**config.mk**
```make
export PLATFORM = sky130hd
export DESIGN_NAME = ddr_init_seq
export DESIGN_NICKNAME = d
export VERILOG_FILES = /design/src/rtl/ddr_init_seq.sv
export SDC_FILE = /design/constraint.sdc
export NUM_CORES = 1
export LEC_CHECK = 0
export BUFFER_PORTS_ARGS = -buffer_cell sky130_fd_sc_hd__buf_2
export CELL_PAD_IN_SITES_DETAIL_PLACEMENT = 0
export CELL_PAD_IN_SITES_GLOBAL_PLACEMENT = 1
export CORE_MARGIN = 2
export CORE_UTILIZATION = 43
export DETAILED_ROUTE_END_ITERATION = 8
export PLACE_DENSITY_LB_ADDON = 0.1
export SLEW_MARGIN = 5
export SYNTH_ARGS = -nofsm -noshare
export SYNTH_HDL_FRONTEND = slang
export SYNTH_SLANG_ARGS = --single-unit
export TNS_END_PERCENT = 1
```
**constraint.sdc**
```tcl
create_clock -name clk -period 3.2 [get_ports clk]
set_input_delay 0.64 -clock clk [delete_from_list [all_inputs] [get_ports clk]]
set_output_delay 0.64 -clock clk [all_outputs]
set_load 0.02 [all_outputs]
```
**src/rtl/ddr_init_seq.sv**
```systemverilog
module ddr_init_seq #(
  parameter int AW       = 13,
  parameter int T_STABLE = 50000,
  parameter int T_CKE    = 2,
  parameter int T_RP     = 4,
  parameter int T_MRD    = 2,
  parameter int T_RFC    = 18,
  parameter int T_DLL    = 200
) (
  input  logic          clk,
  input  logic          rst_n,
  input  logic          start,
  input  logic [AW-1:0] mode_val,
  input  logic [AW-1:0] ext_val,
  output logic          cke,
  output logic          cs_n,
  output logic          ras_n,
  output logic          cas_n,
  output logic          we_n,
  output logic [1:0]    ba,
  output logic [AW-1:0] addr,
  output logic          init_done
);

  localparam int G_ST  = (T_STABLE < 1) ? 1 : T_STABLE;
  localparam int G_CKE = (T_CKE < 2) ? 2 : T_CKE;
  localparam int G_RP  = (T_RP  < 2) ? 2 : T_RP;
  localparam int G_MRD = (T_MRD < 2) ? 2 : T_MRD;
  localparam int G_RFC = (T_RFC < 2) ? 2 : T_RFC;
  localparam int G_DLL = (T_DLL < 1) ? 1 : T_DLL;
  localparam int M1    = (G_ST > G_RFC) ? G_ST : G_RFC;
  localparam int M2    = (M1 > G_RP) ? M1 : G_RP;
  localparam int M3    = (M2 > G_MRD) ? M2 : G_MRD;
  localparam int M4    = (M3 > G_CKE) ? M3 : G_CKE;
  localparam int CW    = $clog2(M4 + 1);
  localparam int DW    = $clog2(G_DLL + 1);
  localparam int DLL_RST_BIT = 8;
  localparam int DLL_DIS_BIT = 0;
  localparam int ALL_BIT     = 10;

  localparam logic [3:0] C_NOP = 4'b0111;
  localparam logic [3:0] C_PRE = 4'b0010;
  localparam logic [3:0] C_REF = 4'b0001;
  localparam logic [3:0] C_MRS = 4'b0000;

  typedef enum logic [3:0] {
    S_IDLE, S_STABLE, S_WAKE, S_PRE_A, S_EMRS, S_MRS_RST,
    S_PRE_B, S_REF_A, S_REF_B, S_MRS_RUN, S_GAP, S_DONE
  } st_t;

  st_t           st, nxt, follow;
  logic [CW-1:0] cnt, gap_len;
  logic [DW-1:0] dll_cnt;
  logic [AW-1:0] mode_q, ext_q;
  logic          dll_ok, is_cmd;
  logic [3:0]    cmd;

  assign dll_ok = dll_cnt >= DW'(G_DLL - 1);

  always_comb begin
    is_cmd  = 1'b1;
    gap_len = CW'(1);
    follow  = S_DONE;
    case (st)
      S_WAKE:    begin gap_len = CW'(G_CKE - 1); follow = S_PRE_A;   end
      S_PRE_A:   begin gap_len = CW'(G_RP  - 1); follow = S_EMRS;    end
      S_EMRS:    begin gap_len = CW'(G_MRD - 1); follow = S_MRS_RST; end
      S_MRS_RST: begin gap_len = CW'(G_MRD - 1); follow = S_PRE_B;   end
      S_PRE_B:   begin gap_len = CW'(G_RP  - 1); follow = S_REF_A;   end
      S_REF_A:   begin gap_len = CW'(G_RFC - 1); follow = S_REF_B;   end
      S_REF_B:   begin gap_len = CW'(G_RFC - 1); follow = S_MRS_RUN; end
      S_MRS_RUN: begin gap_len = CW'(G_MRD - 1); follow = S_DONE;    end
      default:   is_cmd = 1'b0;
    endcase
  end

  always_ff @(posedge clk or negedge rst_n) begin
    if (!rst_n) begin
      st     <= S_IDLE;
      nxt    <= S_IDLE;
      cnt    <= '0;
      mode_q <= '0;
      ext_q  <= '0;
    end else if (is_cmd) begin
      st  <= S_GAP;
      cnt <= gap_len;
      nxt <= follow;
    end else begin
      case (st)
        S_IDLE:
          if (start) begin
            mode_q <= mode_val;
            ext_q  <= ext_val;
            cnt    <= CW'(G_ST);
            st     <= S_STABLE;
          end
        S_STABLE:
          if (cnt == CW'(1)) st <= S_WAKE;
          else cnt <= cnt - 1'b1;
        S_GAP:
          if (cnt == CW'(1)) begin
            if (nxt != S_DONE || dll_ok) st <= nxt;
          end else cnt <= cnt - 1'b1;
        default: st <= st;
      endcase
    end
  end

  always_ff @(posedge clk or negedge rst_n) begin
    if (!rst_n) dll_cnt <= '0;
    else if (st == S_MRS_RST) dll_cnt <= DW'(1);
    else if (dll_cnt != '0 && dll_cnt < DW'(G_DLL)) dll_cnt <= dll_cnt + 1'b1;
  end

  always_comb begin
    cmd  = C_NOP;
    ba   = 2'b00;
    addr = '0;
    case (st)
      S_PRE_A, S_PRE_B: begin cmd = C_PRE; addr[ALL_BIT] = 1'b1; end
      S_REF_A, S_REF_B: cmd = C_REF;
      S_EMRS: begin
        cmd = C_MRS; ba = 2'b01;
        addr = ext_q; addr[DLL_DIS_BIT] = 1'b0;
      end
      S_MRS_RST: begin
        cmd = C_MRS;
        addr = mode_q; addr[DLL_RST_BIT] = 1'b1;
      end
      S_MRS_RUN: begin
        cmd = C_MRS;
        addr = mode_q; addr[DLL_RST_BIT] = 1'b0;
      end
      default: cmd = C_NOP;
    endcase
  end

  assign {cs_n, ras_n, cas_n, we_n} = cmd;
  assign cke       = (st != S_IDLE) && (st != S_STABLE);
  assign init_done = (st == S_DONE);

  logic [DW-1:0] dll_seen;
  always_ff @(posedge clk or negedge rst_n) begin
    if (!rst_n) dll_seen <= '0;
    else if ({cs_n, ras_n, cas_n, we_n} == C_MRS && ba == 2'b00 && addr[DLL_RST_BIT])
      dll_seen <= DW'(1);
    else if (dll_seen != '0 && dll_seen < DW'(G_DLL)) dll_seen <= dll_seen + 1'b1;
  end

  AST_NOP_WHILE_CKE_LOW: assert property (@(posedge clk) disable iff (!rst_n)
    !cke |-> {cs_n, ras_n, cas_n, we_n} == C_NOP);
  AST_CKE_HOLD: assert property (@(posedge clk) disable iff (!rst_n)
    cke |=> cke);
  AST_DONE_QUIET: assert property (@(posedge clk) disable iff (!rst_n)
    init_done |=> init_done && {cs_n, ras_n, cas_n, we_n} == C_NOP);
  AST_PRE_ALL: assert property (@(posedge clk) disable iff (!rst_n)
    {cs_n, ras_n, cas_n, we_n} == C_PRE |-> addr[ALL_BIT]);
  AST_MRS_BANK: assert property (@(posedge clk) disable iff (!rst_n)
    {cs_n, ras_n, cas_n, we_n} == C_MRS |-> !ba[1]);
  AST_DLL_WAIT: assert property (@(posedge clk) disable iff (!rst_n)
    $rose(init_done) |-> dll_seen >= DW'(G_DLL));

endmodule

```
==> run summary, run 1 <==
Flop-to-flop setup slack = 0.57 ns
Final Non-Filler Cells = 453
First-pass DRT Iterations = 4
Initial core utilization = 0.4451
Clk sinks = 56
Filler cells = 681
Final worst path period share = 0.8627
Post-synth EDFFs = 0
CTS resizes = 0
Cts bufs inserted = 5
CP endpoint kind = output pin
Final standard cell area without fillers = 3505 µm²
Gate Count Post-Synth = 304
Leak pwr = 1.714 nW
Ys async rst share = 1.000
Max_slew headroom = 0.4985
Setup-failing EPs final = 0
Flops & latches, synth = 56
WL/cell = 15.31 µm
CP Launch Type = flip-flop
Die H = 87.86 µm
Clock buffer depth = 2
FMAX = 0.3622 GHz
Row cnt = 30
R2R depth = 7
Clock skew = 0.006475 ns
Number of global-route vias before repair = 2393
Slew Limit Fails = 0
Diode count = 0
Placer Congestion = 0.7555
Synth unique cells = 55
Reg2reg end = cnt[12]
Post-CTS setup buffers = 0
Kind of critical path = flip-flop to output pin
Worst-Margin Slew = 0.7488 ns
IO Count = 50
Initial DRC count = 120
Placement Setup Slack = 0.6345 ns
Total gr overflow = 0
Mux contribution to synthesized area = 0.09971
Buffers on Ports = 45
Yosys warning count = 0
WP data required = 2.56 ns
Tmin final = 2.761 ns
Die area = 7719 µm²
Worst-path clk slew = 0.11 ns
Top FF cell, synth = dfrtp_1
Util after Layout = 0.5158
Global-route wire length before repair = 11.76 mm
Die span in x = 87.86 µm
CTS tree = built
Crit Reg-Reg Startpoint = cnt[1]
Area grow syn2layout = 15.89%
VDD IR max = 0.0001659 V
Share of cells above drive strength 1 = 0.2913
Worst setup margin = 0.4393 ns
Placement Cell Area = 3413 µm²
Vias per cell = 5.466
Initial antenna violation count = 0
Sequential fraction of the synthesis area = 0.4634
Pin count of the biggest net entering global routing = 26
Layout Nets = 389
Storage cell area = 1401 µm²
Antenna-violating nets left = 0
CTS H-Tree Depth = 2
Worst Path Arrival = 2.12 ns
Clock Tree Root = clkbuf_8
Core ar. = 6794 µm²
Compound-cell area share of the yosys netlist = 0.1887
Hold_buf cts = 0
Xor-xnor portion of the synthesized cell area = 0.02607
DP Cell Count = 445
Max-cap violations = 0
Mapped cell area = 3024 µm²
Drt drc = 0
DR vias = 2476
Post-synthesis simple-gate area fraction = 0.1692
CP max FO = 12
PwrDens = 328.4 nW/µm²
Final hold vios = 0
Syn Area/Cell = 9.948 µm²
Adder-cell share of the synthesized area = 0.01655
Setup TNS = 0 ns
Run status = finished clean
Area occupied by multi-input gates = 1520 µm²
RSZ-0062 raised after global routing = no
Post-Route WL = 6.937 mm
Hold Crit Class = primary input to asynchronous set/reset pin
Tot GR Track Use = 0.1945
Main combinational cell family by area after synthesis = compound AO/OA/AOI/OAI gates
Clock Latency Late Sink = 0.32 ns
Post-DP HPWL = 4.951 mm
## worst max path at each step
stage	cells after the start	slack [ns]	from	endpoint
finish	6	0.44	st[3]	addr[7]
global placement	7	0.64	cnt[1]	cnt[12]
CTS	6	0.45	st[3]	addr[12]
detailed placement	7	0.63	cnt[0]	cnt[12]
floorplan	7	0.81	cnt[0]	cnt[12]
global route	5	0.27	st[2]	addr[12]
## cell usage after synthesis (4+ instances only)
library cell / n / area, µm²
xor2_1: 5 / 43.79
nand2b_1: 6 / 37.54
nor2_1: 27 / 101.4
o21ai_0: 18 / 90.09
dfrtp_1: 56 / 1401
a21oi_1: 26 / 130.1
clkbuf_1: 11 / 41.29
nand3_1: 7 / 35.03
nand2_1: 21 / 78.83
mux2_2: 25 / 281.5
xnor2_1: 4 / 35.03
nor3_1: 8 / 40.04
a31oi_1: 8 / 50.05
inv_1: 10 / 37.54
ha_1: 4 / 50.05
a22o_1: 11 / 96.34
## registers in the layout, summed over array words and instances (netlist names)
| signal | count |
|---|---|
| cnt | 16 |
| dll_cnt | 8 |
| ext_q | 12 |
| mode_q | 12 |
| nxt | 4 |
| st | 4 |
## logic make-up (layout without fill, tap and decap cells)
group,Yosys count,in the layout
AND/OR/NAND/NOR,94,94
AO/OA/AOI/OAI,87,87
flip-flops,56,56
multiplexers,27,27
buffers and inverters,26,78
XOR/XNOR,9,9
adder cells (fa/ha/maj),4,4
other,1,2
## per-stage QoR
stage | hold slack, ns | power [W]
detailed placement | 0.4853 | 0.0007561
CTS | 0.3293 | 0.001168
finish | 0.3135 | 0.001151
global placement | 0.4793 | 0.0007556
floorplan | 0.3444 | 0.0007256
global route | 0.3373 | 0.001206
## worst max-delay path, cell delays in order, from the launching register on
cell and delay, ns:
dfrtp_1 0.54, clkinv_1 0.28, nand2_1 0.30, nor3_1 0.08, buf_4 0.20, a22o_1 0.24, buf_2 0.16
## routing by layer
| metal | wire length, µm | up-vias | GRT usage |
|---|---|---|---|
| met2 | 3318 | 40 | 0.3030 |
| li1 | - | 1218 | - |
| met1 | 3344 | 1210 | 0.2781 |
| met3 | 201 | 8 | 0.03205 |
| met5 | 0 | - | 0 |
| met4 | 72 | 0 | 0.06154 |
## layout make-up
cell class / count / share of cell area
timing repair buffer: 59 / 0.09425
clock inverter: 3 / 0.006426
multi-input combinational: 223 / 0.4338
sequential: 56 / 0.3999
tap: 96 / 0.03427
clock buffer: 5 / 0.01964
inverter: 11 / 0.01178
## power by group
part	switching (W)	total, W	internal [W]
Sequential	0	0.000707	0.000707
Combinational	0.0000206	0.0000334	0.0000129
Clock	0.000253	0.000410	0.000158
Total	0.000273	0.00115	0.000878
## layout by cell type (no fill, tap or decap), drive strengths merged, types with 4 or more instances in the layout
master and n:
buf 59, dfrtp 56, nor2 27, a21oi 27, mux2 25, nand2 21
o21ai 18, a22o 11, inv 11, nor3 10, a31oi 8, nand3 7
nand2b 6, xor2 5, clkbuf 5, or4 5, xnor2 4, ha 4
(Power assumes the default switching activity.)
==> inputs of run 2 (changes only) <==
clock period = 3.1 ns   (was 3.2 ns; I/O delays follow)
==> run summary, run 2 (synthesized netlist as in run 1, its figures left out) <==
Worst Path Arrival = 2.15 ns (was 2.12 ns)
Reg2reg end = cnt[12] (unchanged)
CP Launch Type = flip-flop (unchanged)
Hold_buf cts = 0 (unchanged)
Worst-Margin Slew = 0.7880 ns (was 0.7488 ns)
Slowest stage delay, CP = 0.55 ns (was 0.54 ns)
PwrDens = 341.7 nW/µm² (was 328.4 nW/µm²)
Leak pwr = 1.712 nW (was 1.714 nW)
Number of global-route vias before repair = 2316 (was 2393)
Regs by FF count = cnt x16, ext_q x12, mode_q x12 (unchanged)
Initial DRC count = 100 (was 120)
VDD IR max = 0.0001797 V (was 0.0001659 V)
CTS resizes = 0 (unchanged)
Setup-failing EPs final = 0 (unchanged)
Post-Route WL = 7.149 mm (was 6.937 mm)
RSZ-0062 raised after global routing = no (unchanged)
Die H = 87.86 µm (unchanged)
CTS tree = built (unchanged)
Layout Nets = 389 (unchanged)
R2R depth = 7 (unchanged)
Switching share of power = 0.2415 (was 0.2373)
Hold Crit Class = primary input to asynchronous set/reset pin (unchanged)
Power Internal = 0.0009090 W (was 0.0008779 W)
Commonest non-fill, non-tap cell in the layout = dfrtp_1 (unchanged)
Clock skew = 0.006599 ns (was 0.006475 ns)
Post-DP HPWL = 5.016 mm (was 4.951 mm)
WL/cell = 15.78 µm (was 15.31 µm)
Max_slew headroom = 0.4722 (was 0.4985)
Final standard cell area without fillers = 3507 µm² (was 3505 µm²)
Die span in x = 87.86 µm (unchanged)
Buffers on Ports = 45 (unchanged)
Cts bufs inserted = 5 (unchanged)
Global-route wire length before repair = 11.70 mm (was 11.76 mm)
Placement Cell Area = 3413 µm² (unchanged)
Vias per cell = 5.488 (was 5.466)
Initial core utilization = 0.4451 (unchanged)
Antenna-violating nets left = 0 (unchanged)
Final hold vios = 0 (unchanged)
Kind of critical path = flip-flop to output pin (unchanged)
Tmin final = 2.773 ns
Die area = 7719 µm² (unchanged)
CP max-delay cell = dfrtp_1 (unchanged)
Diode count = 0 (unchanged)
CP endpoint kind = output pin (unchanged)
IO Count = 50 (unchanged)
DR vias = 2486 (was 2476)
Flop-to-flop setup slack = 0.48 ns (was 0.57 ns)
Placer Congestion = 0.7617 (was 0.7555)
Critical path, cell by cell = clkinv_1 -> nand2_1 -> nor3_1 -> buf_4 -> a22o_1 -> buf_2 (unchanged)
CTS H-Tree Depth = 2 (unchanged)
Max reg flops = 16 (unchanged)
Clk sinks = 56 (unchanged)
Clk pwr share = 0.362 (was 0.357)
WP data required = 2.48 ns (was 2.56 ns)
Top reg by flops = cnt (unchanged)
Area grow syn2layout = 15.97% (was 15.89%)
Leading cell types in the layout, fill and taps excluded = dfrtp_1 (56), buf_2 (45), nor2_1 (27) (unchanged)
Clock buffer depth = 2 (unchanged)
Share of cells above drive strength 1 = 0.2913 (unchanged)
FMAX = 0.3606 GHz
Switching power = 0.0002894 W (was 0.0002731 W)
Tot GR Track Use = 0.1950 (was 0.1945)
Pin count of the biggest net entering global routing = 27 (was 26)
Core ar. = 6794 µm² (unchanged)
Post-CTS setup buffers = 0 (unchanged)
Worst-path clk slew = 0.11 ns (about the same)
Total gr overflow = 0 (unchanged)
Logic pwr share = 0.029 (about the same)
Setup TNS = 0 ns (unchanged)
Initial antenna violation count = 0 (unchanged)
Clock Latency Late Sink = 0.32 ns (about the same)
Drt drc = 0 (unchanged)
Sequential power share = 0.609 (was 0.614)
Clock Tree Root = clkbuf_8 (unchanged)
Slew Limit Fails = 0 (unchanged)
Crit Reg-Reg Startpoint = cnt[0] (was cnt[1])
Row cnt = 30 (unchanged)
CP max FO = 12 (unchanged)
Run status = finished clean (unchanged)
Max-cap violations = 0 (unchanged)
Final worst path period share = 0.8945
First-pass DRT Iterations = 4 (unchanged)
[run 2: worst max-delay path, delay by kind of cell (launching register included)]
family	cells	cell delay (ns)
buf+inv	3	0.64
flops	1	0.55
simple gates	2	0.39
compound gates	1	0.24
[run 2: power groups by stage]
| stage | Sequential (W) | Combinational, W | Clock, W |
|---|---|---|---|
| floorplan | 0.000745 | 0.00000449 | 0 |
| global placement | 0.000744 | 0.0000359 | 0 |
| detailed placement | 0.000744 | 0.0000367 | 0 |
| CTS | 0.000730 | 0.0000367 | 0.000455 |
| global route | 0.000730 | 0.0000404 | 0.000484 |
| finish | 0.000730 | 0.0000344 | 0.000434 |
[run 2: area by class of cell]
cell class | instances | area (µm²)
Multi-Input combinational cell | 223 | 1520
Clock buffer | 5 | 68.82
Tap cell | 96 | 120.1
Clock inverter | 3 | 25.02
Sequential cell | 56 | 1401
Fill cell | 640 | 3287
Inverter | 11 | 41.29
Timing Repair Buffer | 59 | 330.3
[run 2: how the worst max path moves through the flow]
stage | start | slack [ns] | end | depth (start not counted)
4_1_cts | st[3] | 0.32 | addr[12] | 6
5_1_grt | st[3] | 0.19 | addr[9] | 6
3_3_place_gp | cnt[0] | 0.53 | cnt[12] | 7
3_5_place_dp | cnt[0] | 0.54 | cnt[12] | 7
2_1_floorplan | cnt[0] | 0.71 | cnt[12] | 7
6_report | st[3] | 0.33 | addr[12] | 6
[run 2: per-layer routing]
| layer | vias to the layer above | part of all wire | track usage |
|---|---|---|---|
| met5 | - | 0 | 0 |
| met4 | 0 | 0.0095 | 0.05035 |
| met3 | 5 | 0.024 | 0.02828 |
| met2 | 36 | 0.50 | 0.3127 |
| met1 | 1231 | 0.47 | 0.2780 |
| li1 | 1214 | - | - |
[run 2: through the flow]
| step | util | power [W] | cells | setup slack (ns) | hold slack, ns |
|---|---|---|---|---|---|
| CTS | 0.5162 | 0.001222 | 453 | 0.3239 | 0.3166 |
| finish | 0.5162 | 0.001198 | 453 | 0.3270 | 0.2942 |
| floorplan | - | 0.0007490 | 305 | 0.7110 | 0.3244 |
| global route | 0.5162 | 0.001255 | 453 | 0.1928 | 0.3385 |
| global placement | 0.5024 | 0.0007802 | 445 | 0.5284 | 0.4797 |
| detailed placement | 0.5024 | 0.0007810 | 445 | 0.5377 | 0.4853 |
